$ cat src/rtl/orp_pkg.sv
package orp_pkg;

    typedef enum logic [1:0] {
        PATH_ROUTED   = 2'd0,
        PATH_FAST     = 2'd1,
        PATH_FAST_INV = 2'd2,
        PATH_REG      = 2'd3
    } path_sel_e;

    // First macrocell of the candidate window for a given slice
    function automatic int unsigned win_base(input int unsigned n_io, input int unsigned slice);
        case (n_io)
            8:       return slice * 2;
            12:      return slice + slice / 3;
            default: return slice;
        endcase
    endfunction

endpackage

$ cat src/rtl/orp_route_mux.sv
module orp_route_mux #(
    parameter int WIN   = 8,
    parameter int SEL_W = $clog2(WIN)
) (
    input  logic [WIN-1:0]   cand_data,
    input  logic [WIN-1:0]   cand_oe,
    input  logic [SEL_W-1:0] sel,
    output logic             routed_data,
    output logic             routed_oe
);

    // Data and enable share one select so the OE term tracks its output
    always_comb begin
        routed_data = cand_data[sel];
        routed_oe   = cand_oe[sel];
    end

endmodule

$ cat src/rtl/orp_bypass_mux.sv
module orp_bypass_mux
    import orp_pkg::*;
(
    input  path_sel_e path_sel,
    input  logic      routed_data,
    input  logic      routed_oe,
    input  logic      home_fast,
    input  logic      home_reg,
    input  logic      home_oe,
    output logic      pin_data,
    output logic      pin_oe
);

    always_comb begin
        unique case (path_sel)
            PATH_ROUTED: begin
                pin_data = routed_data;
                pin_oe   = routed_oe;
            end
            PATH_FAST: begin
                pin_data = home_fast;
                pin_oe   = home_oe;
            end
            PATH_FAST_INV: begin
                pin_data = ~home_fast;
                pin_oe   = home_oe;
            end
            PATH_REG: begin
                pin_data = home_reg;
                pin_oe   = home_oe;
            end
            default: begin
                pin_data = routed_data;
                pin_oe   = routed_oe;
            end
        endcase
    end

endmodule

$ cat src/rtl/orp_slice_array.sv
module orp_slice_array
    import orp_pkg::*;
#(
    parameter int N_IO  = 16,
    parameter int N_MC  = 16,
    parameter int WIN   = 8,
    parameter int SEL_W = $clog2(WIN)
) (
    input  logic [N_MC-1:0]       mc_out,
    input  logic [N_MC-1:0]       mc_oe,
    input  logic [N_MC-1:0]       fast_pt,
    input  logic [N_MC-1:0]       mc_reg,
    input  logic [N_IO*SEL_W-1:0] cfg_route_sel,
    input  logic [N_IO*2-1:0]     cfg_path_sel,
    output logic [N_IO-1:0]       pin_data,
    output logic [N_IO-1:0]       pin_oe
);

    for (genvar s = 0; s < N_IO; s++) begin : g_slice
        localparam int unsigned HOME = win_base(N_IO, s) % N_MC;

        logic [WIN-1:0] cand_data;
        logic [WIN-1:0] cand_oe;
        logic           routed_data;
        logic           routed_oe;

        for (genvar k = 0; k < WIN; k++) begin : g_cand
            assign cand_data[k] = mc_out[(HOME + k) % N_MC];
            assign cand_oe[k]   = mc_oe[(HOME + k) % N_MC];
        end

        orp_route_mux #(
            .WIN   (WIN),
            .SEL_W (SEL_W)
        ) u_route (
            .cand_data   (cand_data),
            .cand_oe     (cand_oe),
            .sel         (cfg_route_sel[SEL_W*s +: SEL_W]),
            .routed_data (routed_data),
            .routed_oe   (routed_oe)
        );

        orp_bypass_mux u_bypass (
            .path_sel    (path_sel_e'(cfg_path_sel[2*s +: 2])),
            .routed_data (routed_data),
            .routed_oe   (routed_oe),
            .home_fast   (fast_pt[HOME]),
            .home_reg    (mc_reg[HOME]),
            .home_oe     (mc_oe[HOME]),
            .pin_data    (pin_data[s]),
            .pin_oe      (pin_oe[s])
        );
    end

endmodule

$ cat config.mk
export PLATFORM = sky130hd
export DESIGN_NAME = orp_slice_array
export DESIGN_NICKNAME = d
export VERILOG_FILES = /design/src/rtl/orp_pkg.sv /design/src/rtl/orp_route_mux.sv /design/src/rtl/orp_bypass_mux.sv /design/src/rtl/orp_slice_array.sv
export SDC_FILE = /design/constraint.sdc
export NUM_CORES = 1
export LEC_CHECK = 0
export BUFFER_PORTS_ARGS = -buffer_cell sky130_fd_sc_hd__buf_4
export CAP_MARGIN = 20
export CORE_MARGIN = 8
export CORE_UTILIZATION = 50
export DETAILED_ROUTE_END_ITERATION = 10
export GPL_TIMING_DRIVEN = 0
export PLACE_DENSITY = 0.87
export SLEW_MARGIN = 10
export SYNTH_ARGS = -nofsm -noshare
export SYNTH_HDL_FRONTEND = slang
export SYNTH_SLANG_ARGS = --single-unit
$ cat constraint.sdc
create_clock -name vclk -period 4.4
set_input_delay 1.1 -clock vclk [all_inputs]
set_output_delay 1.1 -clock vclk [all_outputs]
set_load 0.03 [all_outputs]
==> impl.org <==
** Outcome
- Result of the run :: complete, no violations

** Critical path
- Worst path bufs/invs :: 3
- At the worst endpoint, the required time is 3300 ps.
- Kind of cell with the highest combined delay on the critical path :: multiplexers
- Sequence of cells on the critical path :: buf_6, mux4_1, o211ai_1, o21ai_0, buf_4, buf_4
- Worst-path maximum fanout :: 7
- Class of the most critical setup path :: primary input to output port
- On the worst path, the slowest cell contributes a delay of ~560 ps.
- The worst setup path is launched from a primary input.
- Arrival time of data at the critical path endpoint :: approximately 2400 ps
- STA classifies the critical path endpoint as an output port.
- Slowest CP cell :: sky130_fd_sc_hd__mux4_1
- Most Frequent Cell on Critical Path :: sky130_fd_sc_hd__buf_4

** Final layout
- Fraction of layout cells with a size suffix above 1 :: 0.532
- Layout clock buffer count :: 0
- 0 antenna diodes ended up in the layout.
- There are 0 flip-flops and latches.
- Register cell area after layout :: 0 um^2
- Most frequent standard cell in the layout excluding fill and tap cells :: sky130_fd_sc_hd__buf_4
- Layout Nets :: between 600 and 700
- Total of fill cells in the finished design :: between 500 and 600
- The library cells used most frequently in the layout, excluding fill and tap cells, are sky130_fd_sc_hd__buf_4 (191), sky130_fd_sc_hd__mux2i_1 (83), sky130_fd_sc_hd__mux4_2 (19), sky130_fd_sc_hd__o21ai_0 (18), sky130_fd_sc_hd__buf_6 (17).
- Area taken by multi-input logic gates :: about 2800 um^2
- Once layout is done, the placed cells without fillers occupy between 4000 and 5000 um^2.
- From synthesis to final layout, the design area changed by 35.2%.

** Pwr
- P_leak :: 2.10 nW
- Total power :: between 0.5 and 0.6 mW
- Worst VDD drop :: about 0.068 mV
- For this design the ratio of total power to cell area is 121 nW/um^2.

** Floorplan
- Row generation in the floorplan step produced 30 rows.
- Starting Density :: 0.505
- Die area :: 9600 um^2
- Placeable core area :: roughly 6600 um^2
- Measured along the y axis, the die boundary spans around 98 um.
- In this run the horizontal extent of the chip is approximately 100 um.
- between 150 and 200 I/O pins were placed.

** STA
- Relative slew slack :: 0.800
- Setup repair after global routing left no endpoint under its margin.
- The max-slew violation total from the final report was 0.
- In the finished design, the share of the clock period the worst path needs comes to 0.786.
- Setup violations remaining at the end of the flow were counted as 0.
- Period minus WS final :: 3460 ps
- Setup Total Neg Slack :: 0 ps
- For the pin with the worst max-slew slack, the measured transition is just under 300 ps.
- Count of final hold-check violations :: 0
- Based on the critical path, the design can be clocked at up to approximately 290 MHz.

** Yosys
- For this run, the register share of the synthesized area comes to 0.
- Summed over all instances, the cell type with the most area after synthesis is sky130_fd_sc_hd__mux2i_1.
- Synthesis handed over a netlist of 339 instances.
- Netlist area before placement :: around 3400 um^2
- During synthesis, Yosys emitted a total of 0 warnings.
- Post-synth cell types :: 20
- Of the total synthesized cell area, the portion taken by full adders, half adders and majority gates is 0.
- Simple-gate share of the synthesized area :: 0.112
- Of the post-synthesis cell area, the part taken by muxes is 0.523.
- Xor-xnor portion of the synthesized cell area :: 0
- The compound-cell area share of the yosys netlist came to 0.200.
- Cell types with the largest area share after synthesis :: sky130_fd_sc_hd__mux2i_1 (25%), sky130_fd_sc_hd__mux4_2 (13%), sky130_fd_sc_hd__buf_4 (11%)
- After synthesis, the largest family of logic cells by area is multiplexers.
- Area share of the leading cell type in the synthesized netlist :: 0.247
- The number of nets handed over by synthesis was about 480.
- In this run the mean area of a mapped cell was around 9.9 um^2.

** Global route
- Global route total overflow :: 0
- Number of antenna violations at the first check in global routing :: 0
- Via count of the first global-routing pass :: about 3800
- Tot GR Track Use :: 0.226
- The first global-routing pass estimated approximately 18000 um of wire.
- Entering global routing, the biggest net connects 10 pins.

** Detailed routing
- After detailed routing, the average wire length per cell comes to about 20 um.
- Once detail routing completed, the nets flagged for antenna violations numbered 0.
- In the routed design, unresolved DRC markers number 0.
- Vias per std cell :: between 6 and 7
- DR iter-0 viols :: 85
- Detailed-router iteration count before antenna repair :: 4
- Detailed-route wire length :: 11400 um
- The routed layout has roughly 3500 vias.

** Job
- Number of maximum-capacitance violations :: 0

** Placement
- At the end of routability-driven placement, the weighted congestion stood at ~0.85.
- Summing all placed instances gives a cell area of ~4500 um^2.
- In this run the tool buffered the top-level ports with approximately 140 buffer cells.
- The wire-length estimate of the detail-placed layout is roughly 9500 um.

** Clock tree
- Buffers added to address setup during post-CTS repair amount to 0.
- Once the clock tree was built, the resizer swapped 0 gates to a different size.
- # hold bufs at CTS :: 0

** Worst hold path
- Path category of the worst min-delay check :: primary input to output port
[synthesized netlist by cell type (all sizes together) (14+ instances only)]
| library cell | number |
|---|---|
| mux2i | 83 |
| buf | 64 |
| mux4 | 32 |
| o31ai | 30 |
| o21ai | 18 |
| nand2 | 16 |
| nand3b | 16 |
| nor2b | 15 |
| o221ai | 15 |
| mux2 | 14 |
| nand2b | 14 |
| o41ai | 14 |
[cell type report]
type / instances / area share
repair buffers: 144 / 0.238
plain buffers: 64 / 0.120
inverters: 2 / 0.00165
multi-input cells: 273 / 0.618
well taps: 80 / 0.0221
[power breakdown]
group | total [mW] | internal [mW] | switching (mW)
sequential | 0 | 0 | 0
clock | 0 | 0 | 0
combinational | 0.548 | 0.294 | 0.254
[cells by family (layout without fill, tap and decap cells)]
family                 after synthesis  in the layout
multiplexers                       129            129
AO/OA/AOI/OAI                       80             80
buffers and inverters               66            210
AND/OR/NAND/NOR                     64             64
[routing by layer]
metal	vias up	wire length [um]	GRT usage
met5	-	0	0
met4	0	68	0.0348
met3	8	922	0.0533
met2	127	5880	0.434
met1	1676	4570	0.247
li1	1644	-	-
[tightest hold or removal path, cell delays in order]
cell and delay [ps]:
sky130_fd_sc_hd__buf_4 100, sky130_fd_sc_hd__o31ai_2 60, sky130_fd_sc_hd__buf_4 110, sky130_fd_sc_hd__buf_4 160
[through the flow]
step,setup WS (ps),hold WS [ps],utilization,cells
6_report,941,2630,0.683,563
5_1_grt,869,2650,0.683,563
4_1_cts,920,2640,0.683,563
3_5_place_dp,923,2640,0.683,563
3_3_place_gp,936,2630,0.683,563
2_1_floorplan,1140,2390,-,339
[final timing paths]
path | from | end | slack (ps) | cells past startpoint
setup / recovery | cfg_route_sel[36] | pin_data[12] | 940 | 6
hold / removal | cfg_path_sel[2] | pin_oe[1] | 2630 | 4
Note: power is estimated with default switching activity, not from simulation.
